## src/rtl/cmp_event_ctrl.sv

```systemverilog
module cmp_event_ctrl #(
  parameter int ADDR_W = 8,
  parameter int SYNC_STAGES = 2,
  parameter logic [23:0] LOCK_KEY = 24'h414343
) (
  input  logic              clk,
  input  logic              rst_n,
  input  logic              cmp_async,
  input  logic              bus_wr,
  input  logic              bus_rd,
  input  logic [ADDR_W-1:0] bus_addr,
  input  logic [31:0]       bus_wdata,
  output logic [31:0]       bus_rdata,
  output logic              irq,
  output logic              fault,
  output logic [2:0]        neg_sel,
  output logic [2:0]        pos_sel,
  output logic [1:0]        hyst_sel,
  output logic              bias_fast
);

  localparam logic [ADDR_W-1:0] A_CTRL  = ADDR_W'('h00);
  localparam logic [ADDR_W-1:0] A_MODE  = ADDR_W'('h04);
  localparam logic [ADDR_W-1:0] A_MSET  = ADDR_W'('h08);
  localparam logic [ADDR_W-1:0] A_MCLR  = ADDR_W'('h0C);
  localparam logic [ADDR_W-1:0] A_MASK  = ADDR_W'('h10);
  localparam logic [ADDR_W-1:0] A_STAT  = ADDR_W'('h14);
  localparam logic [ADDR_W-1:0] A_ANA   = ADDR_W'('h18);
  localparam logic [ADDR_W-1:0] A_LOCK  = ADDR_W'('h1C);
  localparam logic [ADDR_W-1:0] A_LSTAT = ADDR_W'('h20);
  localparam int LAST = SYNC_STAGES - 1;

  logic       mode_en, mode_inv, fsel, fen;
  logic [1:0] edge_type;
  logic       mask_q, flag_q, lock_q, viol_q;
  logic [SYNC_STAGES-1:0] sync_q;
  logic       lvl, lvl_q, hit, edge_now;

  wire wr_ctrl = bus_wr && bus_addr == A_CTRL;
  wire wr_mode = bus_wr && bus_addr == A_MODE;
  wire wr_mset = bus_wr && bus_addr == A_MSET;
  wire wr_mclr = bus_wr && bus_addr == A_MCLR;
  wire wr_ana  = bus_wr && bus_addr == A_ANA;
  wire wr_lock = bus_wr && bus_addr == A_LOCK;
  wire rd_stat = bus_rd && bus_addr == A_STAT;
  wire rd_lst  = bus_rd && bus_addr == A_LSTAT;
  wire sw_rst  = wr_ctrl && bus_wdata[0];
  wire key_ok  = bus_wdata[31:8] == LOCK_KEY;

  // synchronizer, inversion ahead of the first flop
  always_ff @(posedge clk or negedge rst_n) begin
    if (!rst_n) begin
      sync_q <= '0;
      lvl_q  <= 1'b0;
    end else if (sw_rst) begin
      sync_q <= '0;
      lvl_q  <= 1'b0;
    end else begin
      sync_q <= {sync_q[SYNC_STAGES-2:0], cmp_async ^ mode_inv};
      lvl_q  <= sync_q[LAST];
    end
  end

  assign lvl = sync_q[LAST];

  always_comb begin
    case (edge_type)
      2'd0:    hit = lvl & ~lvl_q;
      2'd1:    hit = ~lvl & lvl_q;
      2'd2:    hit = lvl ^ lvl_q;
      default: hit = 1'b0;
    endcase
  end

  assign edge_now = mode_en & hit;

  // mode and analog settings, lockable
  always_ff @(posedge clk or negedge rst_n) begin
    if (!rst_n) begin
      mode_en <= 1'b0; edge_type <= 2'd0; mode_inv <= 1'b0;
      fsel <= 1'b0; fen <= 1'b0; neg_sel <= 3'd0; pos_sel <= 3'd0;
      bias_fast <= 1'b0; hyst_sel <= 2'd0;
    end else if (sw_rst) begin
      mode_en <= 1'b0; edge_type <= 2'd0; mode_inv <= 1'b0;
      fsel <= 1'b0; fen <= 1'b0; neg_sel <= 3'd0; pos_sel <= 3'd0;
      bias_fast <= 1'b0; hyst_sel <= 2'd0;
    end else begin
      if (wr_mode && !lock_q) begin
        mode_en   <= bus_wdata[0];
        edge_type <= bus_wdata[2:1];
        mode_inv  <= bus_wdata[3];
        fsel      <= bus_wdata[4];
        fen       <= bus_wdata[5];
        neg_sel   <= bus_wdata[10:8];
        pos_sel   <= bus_wdata[14:12];
      end
      if (wr_ana && !lock_q) begin
        bias_fast <= bus_wdata[0];
        hyst_sel  <= bus_wdata[2:1];
      end
    end
  end

  // event flag, mask, lock and violation
  always_ff @(posedge clk or negedge rst_n) begin
    if (!rst_n) begin
      flag_q <= 1'b0; mask_q <= 1'b0; lock_q <= 1'b0; viol_q <= 1'b0;
    end else if (sw_rst) begin
      flag_q <= 1'b0; mask_q <= 1'b0; lock_q <= 1'b0; viol_q <= 1'b0;
    end else begin
      if (edge_now)     flag_q <= 1'b1;
      else if (rd_stat) flag_q <= 1'b0;
      if (wr_mclr && bus_wdata[0])      mask_q <= 1'b0;
      else if (wr_mset && bus_wdata[0]) mask_q <= 1'b1;
      if (wr_lock && key_ok) lock_q <= bus_wdata[0];
      if ((wr_mode || wr_ana) && lock_q) viol_q <= 1'b1;
      else if (rd_lst)                   viol_q <= 1'b0;
    end
  end

  assign irq   = flag_q & mask_q;
  assign fault = fen & (fsel ? lvl : flag_q);

  always_comb begin
    bus_rdata = '0;
    case (bus_addr)
      A_MODE:  bus_rdata = {17'd0, pos_sel, 1'b0, neg_sel, 2'd0, fen, fsel,
                            mode_inv, edge_type, mode_en};
      A_MASK:  bus_rdata[0] = mask_q;
      A_STAT:  bus_rdata[1:0] = {lvl, flag_q};
      A_ANA:   bus_rdata[2:0] = {hyst_sel, bias_fast};
      A_LOCK:  bus_rdata[0] = lock_q;
      A_LSTAT: bus_rdata[0] = viol_q;
      default: bus_rdata = '0;
    endcase
  end

  p_hold_flag_r5: assert property (@(posedge clk) disable iff (!rst_n)
    flag_q && !rd_stat && !sw_rst |=> flag_q);
  p_clear_read_r5: assert property (@(posedge clk) disable iff (!rst_n)
    rd_stat && !edge_now |=> !flag_q);
  p_disabled_r4: assert property (@(posedge clk) disable iff (!rst_n)
    !mode_en && !flag_q |=> !flag_q);
  p_mask_set_r6: assert property (@(posedge clk) disable iff (!rst_n)
    wr_mset && bus_wdata[0] |=> mask_q);
  p_lock_block_r9: assert property (@(posedge clk) disable iff (!rst_n)
    wr_mode && lock_q |=> $stable(neg_sel) && $stable(mode_en) && viol_q);
  p_bad_key_r8: assert property (@(posedge clk) disable iff (!rst_n)
    wr_lock && !key_ok |=> $stable(lock_q));
  p_swrst_r10: assert property (@(posedge clk) disable iff (!rst_n)
    sw_rst |=> !mask_q && !flag_q && !mode_en && !lock_q && !irq);

endmodule

```

## config.mk

```make
export PLATFORM = sky130hd
export DESIGN_NAME = cmp_event_ctrl
export DESIGN_NICKNAME = d
export VERILOG_FILES = /design/src/rtl/cmp_event_ctrl.sv
export SDC_FILE = /design/constraint.sdc
export NUM_CORES = 1
export LEC_CHECK = 0
export ABC_CLOCK_PERIOD_IN_PS = 2150
export CAP_MARGIN = 20
export CORE_MARGIN = 2
export CORE_UTILIZATION = 28
export CTS_CLUSTER_DIAMETER = 60
export DETAILED_ROUTE_END_ITERATION = 16
export MAX_ROUTING_LAYER = met4
export PLACE_DENSITY = 0.64
export SETUP_SLACK_MARGIN = 0.1
export SLEW_MARGIN = 25
export SYNTH_ARGS = -nofsm -noshare
export SYNTH_HDL_FRONTEND = slang
export SYNTH_SLANG_ARGS = --single-unit
```

## constraint.sdc

```tcl
create_clock -name clk -period 2.15 [get_ports clk]
set_clock_uncertainty 0.2 [all_clocks]
set_input_delay 0.43 -clock clk [delete_from_list [all_inputs] [get_ports clk]]
set_output_delay 0.43 -clock clk [all_outputs]
set_load 0.05 [all_outputs]
```

==> out/metrics.cfg <==
[outcome]
status = complete, but fails checks
violations = setup timing

[worst_setup_path]
cp_data_required_time_ns = 1.52
crit_cells = 8
cp_cell_sequence = buf_8 > buf_6 > nor4b_4 > buf_4 > buf_6 > a32oi_2 > nand2_2 > buf_12
critPathBufInv = 5
cp_top_family = buffers and inverters
ff2ff_path_depth = 3
r2r_end = mode_en$_DFFE_PN0P_
worstSetupEndpointType = output pin
cp-start-kind = input port
r2r_start = lock_q$_DFFE_PN0P_
cp_max_fo = 6
arrival_ns = 1.55
worst-setup-path-type = in2out
ff2ff_setup_slack_ns = 0.58
cpMostUsedCell = buf_6
cp_slowest_cell = nor4b_4
critPathMaxStageDelay_ns = 0.23

[sta]
setup_ws_ns = -0.0279
post-route-period-util_pct = 101
hold_viol_final = 0
rsz0062_at_grt = yes
max_freq_mhz = 459
holdWs_ns = 0.264
maxSlewViolCount = 0
finalSetupViolCount = 7
period_needed_ns = 2.18

[layout]
final_util_pct = 53.1
multi_input_area_um2 = 966
fin_nets = 291
area_growth_pct = 82.2
diodes = 0
drive_above_1_share_pct = 43.4
regArea_um2 = 551
fillers = 479

[pwr]
vdd_drop_max_mv = 0.262
p_total_mw = 1.04
p_leak_nw = 1.31
powerDensity_mw_per_mm2 = 386

[yosys]
synth_top_cells_by_area = dfrtp_1 (37%), buf_4 (10%), a22o_1 (6.5%)
ys_seq_elements = 22
ys.warnings.count = 0
synth.avg_cell_area_um2 = 10.6
synth-seq-area-share_pct = 37.0
ys_types = 45
synthCells = 141
synth_top_area_share_pct = 37.0
synth_area_mm2 = 0.00149
yosys.area.top_type = dfrtp_1

[floorplanning]
ios = 88
start_util_pct = 29.1
placementRows = 26
die_h_um = 76.9
core_area_mm2 = 0.00511
die_width_um = 76.9
die_area_mm2 = 0.00591

[route]
avgViaCountPerCell = 4.49
vias = 1402
drcViolationCount = 0
ant_nets = 0
wl_per_cell_um = 14.0
drt_iter0_drc = 49
drtPass1Iterations = 4
routed_wl_um = 4380

[global_route]
grt_pass1_wl_um = 7270
antenna_found_initial = 0
grt_use_total_pct = 15.7
overflow = 0
grt_max_degree = 23
first_global_vias = 1447

[clocking]
cts_max_path_buffers = 2
cts_max_level = 1
clk_root_buffer_cell = clkbuf_8
worstSkewPairLatency_ns = 0.26
cts_made_buffers = 3
ctsHoldBuffers = 0
cts_tree = done
cts_sinks = 22
path_clk_slew_ns = 0.08

[placement]
io_buffers = 65
dp_hpwl_um = 3230
gp_congestion = 0.790

[hold_path]
hold_path_depth = 1
hold_end = sync_q[1]$_DFF_PN0_
hold_path.class = reg2reg
min-delay-start = sync_q[0]$_DFF_PN0_

[flow_run]
drv_cap = 0

[layer usage]
| metal | wire length (um) | track usage (%) | vias up |
|---|---|---|---|
| met2 | 2190 | 24.6 | 43 |
| met1 | 1970 | 21.3 | 671 |
| met5 | 0 | - | - |
| li1 | - | - | 686 |
| met4 | 25 | 3.82 | 0 |
| met3 | 200 | 2.35 | 2 |
[worst max path at each step]
stage	from	end
after floorplan	bus_addr[1]	bus_rdata[1]
after global placement	bus_addr[1]	bias_fast$_DFFE_PN0P_
after CTS	bus_addr[3]	bus_rdata[1]
after global routing	bus_addr[0]	bus_rdata[1]
final	bus_addr[0]	bus_rdata[1]
after detailed placement	bus_addr[1]	bias_fast$_DFFE_PN0P_
[cell usage in the layout (no fill, tap or decap), drive strengths merged, types with 2 or more instances in the layout]
master	n
ha	2
dlygate4sd2	18
and3	9
clkbuf	3
nand2b	3
mux2	3
mux2i	6
clkdlybuf4s50	18
nand2	7
nor4	4
and2	3
conb	20
nand3	3
buf	65
inv	3
nor4b	5
o21ai	2
dlymetal6s2s	2
nor2b	3
a21oi	4
nor2	8
dfrtp	22
nand4b	2
a22o	11
nor4bb	3
[cells in the mapped netlist, drive strengths merged]
| cell | instances |
|---|---|
| a21oi | 4 |
| a22o | 11 |
| a22oi | 1 |
| a31oi | 1 |
| a32oi | 1 |
| and2 | 3 |
| and3 | 9 |
| and3b | 1 |
| and4 | 1 |
| and4b | 1 |
| buf | 22 |
| clkbuf | 2 |
| conb | 1 |
| dfrtp | 22 |
| ha | 2 |
| inv | 3 |
| mux2 | 3 |
| mux2i | 6 |
| nand2 | 7 |
| nand2b | 3 |
| nand3 | 3 |
| nand4 | 1 |
| nand4b | 2 |
| nor2 | 8 |
| nor2b | 3 |
| nor4 | 4 |
| nor4b | 5 |
| nor4bb | 3 |
| o211ai | 1 |
| o21ai | 2 |
| o2bb2ai | 1 |
| o31ai | 1 |
| or3 | 1 |
| or3b | 1 |
| xnor2 | 1 |
[registers in the layout, summed over array words and instances (netlist names)]
signal     count
bias_fast      1
sync_q         2
neg_sel        3
fsel           1
lock_q         1
mode_en        1
flag_q         1
fen            1
edge_type      2
mask_q         1
hyst_sel       2
lvl_q          1
pos_sel        3
mode_inv       1
viol_q         1
[metrics by stage]
step / TNS, ns / instance area (um2) / std cells / worst slack [ns]
global placement: -11.76 / 2460 / 299 / -0.472
finish: -0.0756 / 2710 / 312 / -0.0279
detailed placement: -12.96 / 2460 / 299 / -0.486
CTS: -0.00826 / 2680 / 312 / -0.00712
global route: -0.684 / 2710 / 312 / -0.0928
floorplan: 0 / 1580 / 160 / 0.163
[worst register-to-register path: stages, from the launching register on]
cell     delay, ns
dfrtp_1       0.44
and4b_4       0.26
nor2_4        0.24
mux2_4        0.33
[kinds of logic after synthesis]
logic type	synth area share, %
other	0.252
xor gates and xnor gates	0.589
adders and majority gates	1.68
muxes	6.56
and+or+nand+nor	29.2
DFF	37.0
AOI/OAI and AO/OA	11.6
buffers and inverters	13.1
[cell type report]
type,instances,area share (%)
clock buffer,3,1.52
multi-input combinational,111,35.6
sequential,22,20.3
tap,70,3.23
inverter,3,0.416
timing repair buffer,103,38.9
[power by group]
| part | total, mW | internal, mW | switching [mW] |
|---|---|---|---|
| Sequential | 0.458 | 0.436 | 0.0218 |
| Clock | 0.251 | 0.125 | 0.126 |
| Combinational | 0.336 | 0.141 | 0.195 |
| Total | 1.04 | 0.702 | 0.343 |
[timing repair]
| action | CTS | global route |
|---|---|---|
| setup endpoints to repair | 37 | 16 |
| resized for setup | 88 | 10 |
| gates cloned | 2 | 0 |
| pin swaps | 18 | 7 |
| setup buffers | 8 | 0 |
No activity file was read; power rests on OpenSTA's default activity.
